**src/rtl/pinmux_pkg.sv**
```systemverilog
package pinmux_pkg;

    localparam int PINS_PER_BANK = 32;
    localparam int BANK_BYTES    = 36;
    localparam int FUNC_W        = 4;
    localparam int LVL_W         = 2;

    localparam logic [FUNC_W-1:0] CODE_INPUT  = 4'd0;
    localparam logic [FUNC_W-1:0] CODE_OUTPUT = 4'd1;
    localparam logic [FUNC_W-1:0] CODE_IRQ    = 4'd6;

    typedef enum logic [3:0] {
        W_FUNC0 = 4'd0,
        W_FUNC1 = 4'd1,
        W_FUNC2 = 4'd2,
        W_FUNC3 = 4'd3,
        W_DATA  = 4'd4,
        W_DRV0  = 4'd5,
        W_DRV1  = 4'd6,
        W_PULL0 = 4'd7,
        W_PULL1 = 4'd8
    } word_e;

    typedef struct packed {
        logic       hit;
        logic [7:0] bank;
        word_e      word;
    } dec_t;

    function automatic logic is_output(input logic [FUNC_W-1:0] code);
        return code == CODE_OUTPUT;
    endfunction

    function automatic logic is_irq(input logic [FUNC_W-1:0] code);
        return code == CODE_IRQ;
    endfunction

endpackage

```
**src/rtl/pinmux_addr_dec.sv**
```systemverilog
module pinmux_addr_dec
    import pinmux_pkg::*;
#(
    parameter int NUM_BANKS = 2,
    parameter int ADDR_W    = 8
) (
    input  logic [ADDR_W-1:0] addr,
    output dec_t              dec
);
    localparam logic [ADDR_W-1:0] STRIDE = ADDR_W'(BANK_BYTES);

    logic [ADDR_W-1:0] bank_idx;
    logic [ADDR_W-1:0] offset;

    always_comb begin
        bank_idx = addr / STRIDE;
        offset   = addr % STRIDE;
        dec.bank = 8'(bank_idx);
        dec.word = word_e'(offset[5:2]);
        dec.hit  = (addr[1:0] == 2'b00) && (bank_idx < ADDR_W'(NUM_BANKS));
    end
endmodule

```
**src/rtl/pinmux_sync.sv**
```systemverilog
module pinmux_sync #(
    parameter int W = 32
) (
    input  logic         clk,
    input  logic         rst,
    input  logic [W-1:0] d,
    output logic [W-1:0] q
);
    logic [W-1:0] stage1;

    always_ff @(posedge clk) begin
        if (rst) begin
            stage1 <= '0;
            q      <= '0;
        end else begin
            stage1 <= d;
            q      <= stage1;
        end
    end
endmodule

```
**src/rtl/pinmux_bank.sv**
```systemverilog
module pinmux_bank
    import pinmux_pkg::*;
(
    input  logic                             clk,
    input  logic                             rst,
    input  logic                             we,
    input  word_e                            word,
    input  logic [31:0]                      wdata,
    input  logic [PINS_PER_BANK-1:0]         pad_sync,
    output logic [31:0]                      rdata,
    output logic [PINS_PER_BANK-1:0]         out_o,
    output logic [PINS_PER_BANK-1:0]         oe_o,
    output logic [PINS_PER_BANK-1:0]         irq_o,
    output logic [FUNC_W*PINS_PER_BANK-1:0]  func_o,
    output logic [LVL_W*PINS_PER_BANK-1:0]   drive_o,
    output logic [LVL_W*PINS_PER_BANK-1:0]   pull_o
);
    localparam int FUNC_PER_WORD = 32 / FUNC_W;
    localparam int LVL_PER_WORD  = 32 / LVL_W;
    localparam int FUNC_WORDS    = PINS_PER_BANK / FUNC_PER_WORD;
    localparam int LVL_WORDS     = PINS_PER_BANK / LVL_PER_WORD;

    logic [31:0] func_w [FUNC_WORDS];
    logic [31:0] drv_w  [LVL_WORDS];
    logic [31:0] pull_w [LVL_WORDS];
    logic [PINS_PER_BANK-1:0] data_w;
    logic [PINS_PER_BANK-1:0] data_rd;

    always_ff @(posedge clk) begin
        if (rst) begin
            for (int i = 0; i < FUNC_WORDS; i++) func_w[i] <= '0;
            for (int i = 0; i < LVL_WORDS; i++) begin
                drv_w[i]  <= '0;
                pull_w[i] <= '0;
            end
            data_w <= '0;
        end else if (we) begin
            case (word)
                W_FUNC0: func_w[0] <= wdata;
                W_FUNC1: func_w[1] <= wdata;
                W_FUNC2: func_w[2] <= wdata;
                W_FUNC3: func_w[3] <= wdata;
                W_DATA:  data_w    <= wdata;
                W_DRV0:  drv_w[0]  <= wdata;
                W_DRV1:  drv_w[1]  <= wdata;
                W_PULL0: pull_w[0] <= wdata;
                W_PULL1: pull_w[1] <= wdata;
                default: ;
            endcase
        end
    end

    for (genvar k = 0; k < PINS_PER_BANK; k++) begin : g_pin
        logic [FUNC_W-1:0] code;
        assign code = func_w[k / FUNC_PER_WORD][FUNC_W*(k % FUNC_PER_WORD) +: FUNC_W];
        assign func_o[FUNC_W*k +: FUNC_W] = code;
        assign drive_o[LVL_W*k +: LVL_W] = drv_w[k / LVL_PER_WORD][LVL_W*(k % LVL_PER_WORD) +: LVL_W];
        assign pull_o[LVL_W*k +: LVL_W]  = pull_w[k / LVL_PER_WORD][LVL_W*(k % LVL_PER_WORD) +: LVL_W];
        assign oe_o[k]    = is_output(code);
        assign irq_o[k]   = is_irq(code);
        assign data_rd[k] = is_output(code) ? data_w[k] : pad_sync[k];
    end

    assign out_o = data_w;

    always_comb begin
        case (word)
            W_FUNC0: rdata = func_w[0];
            W_FUNC1: rdata = func_w[1];
            W_FUNC2: rdata = func_w[2];
            W_FUNC3: rdata = func_w[3];
            W_DATA:  rdata = data_rd;
            W_DRV0:  rdata = drv_w[0];
            W_DRV1:  rdata = drv_w[1];
            W_PULL0: rdata = pull_w[0];
            W_PULL1: rdata = pull_w[1];
            default: rdata = '0;
        endcase
    end

    // reset leaves every stored field cleared
    assert_reset_clear_R1: assert property (@(posedge clk)
        rst |=> (out_o == '0 && func_o == '0 && drive_o == '0 && pull_o == '0));

    // a data-word write shows up on pad_out one edge later
    assert_data_write_R6: assert property (@(posedge clk) disable iff (rst)
        (we && word == W_DATA) |=> (out_o == $past(wdata)));

    // a write to function word 0 lands in pins 0..7
    assert_func_write_R3: assert property (@(posedge clk) disable iff (rst)
        (we && word == W_FUNC0) |=> (func_o[31:0] == $past(wdata)));

    // output enable and interrupt routing exclude each other
    assert_oe_irq_excl_R5: assert property (@(posedge clk) disable iff (rst)
        (oe_o & irq_o) == '0);
endmodule

```
**src/rtl/pinmux_ctrl.sv**
```systemverilog
module pinmux_ctrl
    import pinmux_pkg::*;
#(
    parameter int NUM_BANKS = 2,
    parameter int ADDR_W    = 8,
    localparam int NP       = NUM_BANKS * PINS_PER_BANK
) (
    input  logic                clk,
    input  logic                rst,
    input  logic [ADDR_W-1:0]   bus_addr,
    input  logic                bus_we,
    input  logic [31:0]         bus_wdata,
    output logic [31:0]         bus_rdata,
    input  logic [NP-1:0]       pad_in,
    output logic [NP-1:0]       pad_out,
    output logic [NP-1:0]       pad_oe,
    output logic [LVL_W*NP-1:0] pad_drive,
    output logic [LVL_W*NP-1:0] pad_pull,
    output logic [FUNC_W*NP-1:0] pad_func,
    output logic [NP-1:0]       pad_irq_sel
);
    localparam int PB = PINS_PER_BANK;

    dec_t        dec;
    logic [NP-1:0] pad_sync;
    logic [31:0] bank_rd [NUM_BANKS];

    pinmux_addr_dec #(.NUM_BANKS(NUM_BANKS), .ADDR_W(ADDR_W)) u_dec (
        .addr (bus_addr),
        .dec  (dec)
    );

    pinmux_sync #(.W(NP)) u_sync (
        .clk (clk),
        .rst (rst),
        .d   (pad_in),
        .q   (pad_sync)
    );

    for (genvar b = 0; b < NUM_BANKS; b++) begin : g_bank
        logic sel;
        assign sel = dec.hit && (dec.bank == 8'(b));

        pinmux_bank u_bank (
            .clk      (clk),
            .rst      (rst),
            .we       (bus_we && sel),
            .word     (dec.word),
            .wdata    (bus_wdata),
            .pad_sync (pad_sync[PB*b +: PB]),
            .rdata    (bank_rd[b]),
            .out_o    (pad_out[PB*b +: PB]),
            .oe_o     (pad_oe[PB*b +: PB]),
            .irq_o    (pad_irq_sel[PB*b +: PB]),
            .func_o   (pad_func[FUNC_W*PB*b +: FUNC_W*PB]),
            .drive_o  (pad_drive[LVL_W*PB*b +: LVL_W*PB]),
            .pull_o   (pad_pull[LVL_W*PB*b +: LVL_W*PB])
        );
    end

    always_comb begin
        bus_rdata = '0;
        for (int b = 0; b < NUM_BANKS; b++) begin
            if (dec.hit && dec.bank == 8'(b)) bus_rdata = bank_rd[b];
        end
    end

    // undefined addresses read as zero
    assert_undef_read_R10: assert property (@(posedge clk) disable iff (rst)
        !dec.hit |-> bus_rdata == '0);

    // an undefined write leaves every pad output unchanged
    assert_undef_write_R10: assert property (@(posedge clk) disable iff (rst)
        (bus_we && !dec.hit) |=> ($stable(pad_out) && $stable(pad_func) &&
                                  $stable(pad_drive) && $stable(pad_pull)));
endmodule

```
**config.mk**
```make
export PLATFORM = sky130hd
export DESIGN_NAME = pinmux_ctrl
export DESIGN_NICKNAME = d
export VERILOG_FILES = /design/src/rtl/pinmux_pkg.sv /design/src/rtl/pinmux_addr_dec.sv /design/src/rtl/pinmux_sync.sv /design/src/rtl/pinmux_bank.sv /design/src/rtl/pinmux_ctrl.sv
export SDC_FILE = /design/constraint.sdc
export NUM_CORES = 1
export LEC_CHECK = 0
export BUFFER_PORTS_ARGS = -buffer_cell sky130_fd_sc_hd__buf_2
export CORE_AREA = 2 2 324 326
export DETAILED_ROUTE_END_ITERATION = 16
export DIE_AREA = 0 0 326 328
export SYNTH_ARGS = -nofsm -noshare
export SYNTH_HDL_FRONTEND = slang
export SYNTH_SLANG_ARGS = --single-unit
```
**constraint.sdc**
```tcl
create_clock -name clk -period 4.1 [get_ports clk]
set_input_delay 1.025 -clock clk [delete_from_list [all_inputs] [get_ports clk]]
set_output_delay 1.025 -clock clk [all_outputs]
set_load 0.01 [all_outputs]
```
After elaboration in Yosys (flattened, before gate mapping)
Memories as Yosys holds them, arrays and structs flattened.
Cells that the tools add are included.
Word-level totals
  memories kept: 6
  memory bits (writable): 512
  bits in registers: 192
  input port bits: 107
Operators by class
  reduce and logical (&&, ||, !) cells: 10
  bitwise logic cells: 16
  divide/modulo/power cells: 2
  equal/unequal tests: 137
  $lt $le $gt $ge: 1
  mux-type cells: 142
Memory list
  g_bank[0].u_bank.func_w: depth 4, bits a word 32, read ports 4, clocked after memory_dff 0, write ports 4, line pinmux_bank.sv:23  | logic [31:0] func_w [FUNC_WORDS];
  g_bank[1].u_bank.func_w: depth 4, bits a word 32, read ports 4, clocked after memory_dff 0, write ports 4, line pinmux_bank.sv:23
  g_bank[0].u_bank.drv_w: depth 2, bits a word 32, read ports 2, clocked after memory_dff 0, write ports 2, line pinmux_bank.sv:24  | logic [31:0] drv_w [LVL_WORDS];
  g_bank[0].u_bank.pull_w: depth 2, bits a word 32, read ports 2, clocked after memory_dff 0, write ports 2, line pinmux_bank.sv:25  | logic [31:0] pull_w [LVL_WORDS];
  g_bank[1].u_bank.drv_w: depth 2, bits a word 32, read ports 2, clocked after memory_dff 0, write ports 2, line pinmux_bank.sv:24
  g_bank[1].u_bank.pull_w: depth 2, bits a word 32, read ports 2, clocked after memory_dff 0, write ports 2, line pinmux_bank.sv:25
Operators by type and width (number)
  32-bit two-way mux: 18
  32-bit one-hot mux with 9 select lines: 2
  4-bit by 3-bit equality test with 1-bit output, second input constant: 68
  4-bit by 1-bit equality test with 1-bit output, second input constant: 65
  1-bit two-way mux: 122
  1-bit bitwise OR: 16
  8-bit by 6-bit divider with 8-bit output, second input constant: 1
  4-bit by 2-bit equality test with 1-bit output, second input constant: 2
  8-bit by 1-bit equality test with 1-bit output, second input constant: 1
  8-bit logical NOT: 1
  8-bit by 2-bit less-than comparator with 1-bit output, second input constant: 1
  8-bit by 6-bit modulo with 8-bit output, second input constant: 1
  1-bit logical AND: 5
  4-bit equality test, second input constant: 1
  4-bit logical NOT: 1
  2-bit AND reduction: 2
  2-bit logical NOT: 1

Logic depth before layout (Yosys ltp)
  word-level depth: 9
  depth in mapped cells: 11
  gate-level depth less buffers: 7

By module
Synthesis repeated with hierarchy kept, for this count alone.
Second synthesis, totals
  cell total of the unflattened synthesis: 2507
  area total of the unflattened synthesis: 31206.2 µm²
Modules (own cells, without submodules)
  pinmux_bank (g_bank[1].u_bank): area each 13281.5 µm², cells an instance 1046, instances 1
  pinmux_bank (g_bank[0].u_bank): area each 13279.0 µm², cells an instance 1046, instances 1
  pinmux_sync: area each 3464.6 µm², cells an instance 270, instances 1
  pinmux_ctrl: area each 778.2 µm², cells an instance 82, instances 1
  pinmux_addr_dec: area each 402.9 µm², cells an instance 63, instances 1

Least setup slack after synthesis
Ideal clock, no wire load.
  path type: input to output
  start: in bus_addr[6]
  end: out bus_rdata[15]
  cell stages on the path: 10
  arrival: 2.963 ns
  path slack: 0.112 ns
  required time: 3.075 ns
  buffers on the path: 3
  cell sequence: buf_4 nor4b_2 a2111o_1 or3b_1 clkbuf_1 buf_2 nand2_1 mux2i_1 a2111oi_0 o2bb2ai_1
On the way
  word-level cells in the longest chain between the ends: 6
  elaborated cells on any way between the ends: 21
  those cells by class: 2 x div; 1 x order compare; 9 x eq/ne; 4 x mux; 5 x reduce/logical
RTL lines
  from (decl): line pinmux_ctrl.sv:10  | input logic [ADDR_W-1:0] bus_addr,
  8-bit by 6-bit divider with 8-bit output: line pinmux_addr_dec.sv:16  | bank_idx = addr / STRIDE;
  8-bit by 2-bit less-than comparator with 1-bit output: line pinmux_addr_dec.sv:20  | dec.hit = (addr[1:0] == 2'b00) && (bank_idx < ADDR_W'(NUM_BANKS));
  1-bit logical AND: line pinmux_addr_dec.sv:20
  1-bit logical AND: line pinmux_ctrl.sv:64  | if (dec.hit && dec.bank == 8'(b)) bus_rdata = bank_rd[b];
  32-bit two-way mux: line pinmux_ctrl.sv:64
  32-bit two-way mux (*): line pinmux_ctrl.sv:64
  to (decl): line pinmux_ctrl.sv:13  | output logic [31:0] bus_rdata,
Every way passes the cells marked *; elsewhere a longest branch is shown, timed or not.

Worst setup path in the final report
  start: in bus_addr[6]
  end: out bus_rdata[17]
Same word-level chain as after synthesis.

==> results.cfg <==
[run_status]
status = finished, violations left
violations = setup timing

[logic_synthesis]
synth_fa_ha_area_share_pct = 0
synth_xor_area_share_pct = 0.179
synth-compound-area-share_pct = 12.4
syn-num-nets = 2487
postSynthAreaPerCell_sq_um = 12.9
synth_edf_count = 512
syn_area_sq_mm = 0.0308
synth_top_family_by_area = simple AND/OR/NAND/NOR gates
synthSimpleGateAreaFrac_pct = 18.4
syn_inst = 2380
synthArstFlopShare_pct = 0
ys_ff_latch = 704
ys_seq_area_share_pct = 62.5
synth.area.mux_share_pct = 3.74
synth_ff_type = edfxtp_1
synth.distinct_cells = 74
yosys_warnings = 0

[worst_setup_path]
crit_type = primary input to output pin
path_max_fanout = 22
critical_path.startpoint_type = primary input
ff2ff_path_depth = 2
cp.arrival_ns = 3.53
timing.rr.start = g_bank[0].u_bank.out_o[26]
r2r_end = g_bank[0].u_bank.out_o[26]
reg2reg_slack_ns = 3.36
endpoint_kind = output pin
worstPathRequired_ns = 3.07

[route]
wl_met1_um = 67900
met3_length_um = 15200
routed_via_density = 5.45
dr.first_iter.drc_count = 3131
wire_per_inst_um = 34.0
ant_nets = 0
drt_wl_total_um = 170000
drc_errors = 0
dr.pass1.iters = 6
num_vias = 27200
top_layer = met5
wl_met2_um = 81200

[global_routing]
grt_use_total_pct = 30.2
grt_first_pass_wirelength_um = 223000
grt_max_degree = 89
grt_pass1_vias = 25500
grt.overflow.total = 0
antenna_found_initial = 12

[floorplan]
rows = 118
num_io_pins = 843
start_util_pct = 29.8
die_area_sq_mm = 0.107
core-area_sq_mm = 0.103
die_y_um = 328
die_width_um = 326

[final_layout]
final_util_pct = 43.4
area_growth_pct = 45.6
final_cells = 4995
drive_gt1_share_pct = 44.3
postLayoutCellArea_sq_mm = 0.0448
fin_nets = 3647
fillCellCount = 9694

[pwr]
p_per_area_mw_per_mm2 = 418
leakage_nw = 17.9
vdd_ir_drop_max_v = 0.000291
power_mw = 18.7

[worst_hold_path]
hold_path_startpoint = u_sync.stage1[5]
hold_path_class = register to register
whs_path_depth = 1
min_to = u_sync.q[5]

[place]
pre_cts_slack_ns = -1.29
port_buffers = 842
dpl.hpwl_um = 124000
gp_congestion = 0.932
dpl_cell_area_sq_mm = 0.0395
placed_cells = 4761

[timing]
drv_slew = 0
worst_pin_slew_ns = 0.861
final-hold-violation-count = 0
grt_setup_unrepaired = true
clock_skew_ns = 0.0117
fin_crit_sh_pct = 111
finalHoldWorstSlack_ns = 0.430
fmax_mhz = 219
fin_tns_setup_ns = -11.85
layout_min_cycle_time_ns = 4.56
setup_viol = 32
worst_slack_ns = -0.459
slew_headroom_pct = 41.8

[clock_network]
cts_tree = yes
cts_buffers = 82
clk_path_buf_depth = 3
h-tree-depth = 3
clk_latency_ns = 0.67
cts_hold_buf = 0
clk_pin_slew_ns = 0.06
cts_root_buf = clkbuf_16
cts_sinks = 704

[flow_run]
drv_cap = 0
where the power goes:
group,total [mW],internal (mW),leakage (nW),switching (mW)
Clock,7.28,4.09,1.30,3.19
Combinational,3.12,1.31,10.1,1.81
Sequential,8.31,7.96,6.44,0.351
layer usage:
metal | global-route usage, % | vias up
li1 | - | 11300
met1 | 39.6 | 13900
met2 | 49.6 | 1741
met3 | 6.55 | 271
met4 | 9.99 | 6
met5 | 0 | -
state kept, by name, indices dropped and copies added (netlist names):
| register | count |
|---|---|
| g_bank.u_bank.drv_w | 128 |
| g_bank.u_bank.func_w | 256 |
| u_sync.stage1 | 64 |
| g_bank.u_bank.pull_w | 128 |
| u_sync.q | 64 |
| g_bank.u_bank.out_o | 64 |
synth_stat cells, types with 8 or more instances:
library cell	count	area share, %
a221o_1	27	0.88
nor4bb_1	55	1.8
a21oi_1	70	1.1
clkbuf_1	132	1.6
nor2_1	12	0.15
and3_1	14	0.28
a21o_1	16	0.39
nand2_1	159	1.9
edfxtp_1	512	50
dfxtp_1	192	12
and2_0	8	0.16
a211oi_1	38	0.93
o22ai_1	20	0.41
o211a_1	20	0.65
nor4b_1	64	1.8
a2111oi_4	8	0.72
nor3_1	17	0.28
mux2i_1	115	3.7
buf_4	10	0.24
buf_2	33	0.54
o2bb2ai_1	58	1.7
a2111oi_0	13	0.37
a22o_1	96	2.7
and2_1	416	8.5
o211ai_1	17	0.41
a22oi_1	37	0.90
nor2b_1	133	2.7
cell type report:
cell class | count | area [sq um] | share of cell area [%]
clock buffers | 108 | 2270 | 5.07
diodes | 5 | 12.5 | 0.0279
clock inverters | 46 | 392 | 0.874
repair buffers | 1264 | 9050 | 20.2
well taps | 1380 | 1730 | 3.85
flip-flops and latches | 704 | 19200 | 42.9
inverters | 6 | 26.3 | 0.0587
multi-input cells | 1482 | 12100 | 27.0
timing repair:
action                                  4_1_cts  5_1_grt
endpoints found under the setup margin       32       32
buffers inserted                             52       20
cloned                                        8        4
pin swaps                                    90       80
endpoints found under the hold margin         0        0
gates resized for setup                     223      113
cell families (layout without fill, tap and decap cells):
logic type      after synthesis  after routing
simple gates                908            909
flops                       704            704
compound gates              456            456
buf+inv                     195           1424
mux                         115            115
xor+xnor                      2              2
other cells                   0              5
how the worst max path moves through the flow:
stage	start	end	slack (ns)	cells past startpoint
2_1_floorplan	bus_addr[6]	bus_rdata[15]	0.11	10
3_3_place_gp	bus_addr[6]	bus_rdata[8]	-1.67	13
3_5_place_dp	bus_addr[6]	bus_rdata[8]	-1.29	13
4_1_cts	bus_addr[2]	bus_rdata[6]	-0.50	11
5_1_grt	bus_addr[2]	bus_rdata[6]	-0.51	11
6_report	bus_addr[6]	bus_rdata[17]	-0.46	14
placed cells by master, fill, tap and decap left out, drive strengths merged, types with 55 or more instances in the layout:
master / n
a21oi: 74
a22o: 96
and2: 424
buf: 1258
clkbuf: 114
dfxtp: 192
edfxtp: 512
mux2i: 115
nand2: 159
nor2b: 133
nor4b: 65
nor4bb: 55
o2bb2ai: 58
worst max-delay path, stage by stage:
cell and delay, ns:
buf_12 0.11, buf_8 0.13, buf_8 0.14, xor2_4 0.30, buf_6 0.16, nor4_4 0.04
buf_4 0.13, buf_12 0.15, a22o_1 0.24, a211oi_2 0.29, buf_4 0.18, o211ai_1 0.18
a22o_1 0.27, buf_6 0.14
Power figures use the tool's default switching activity.
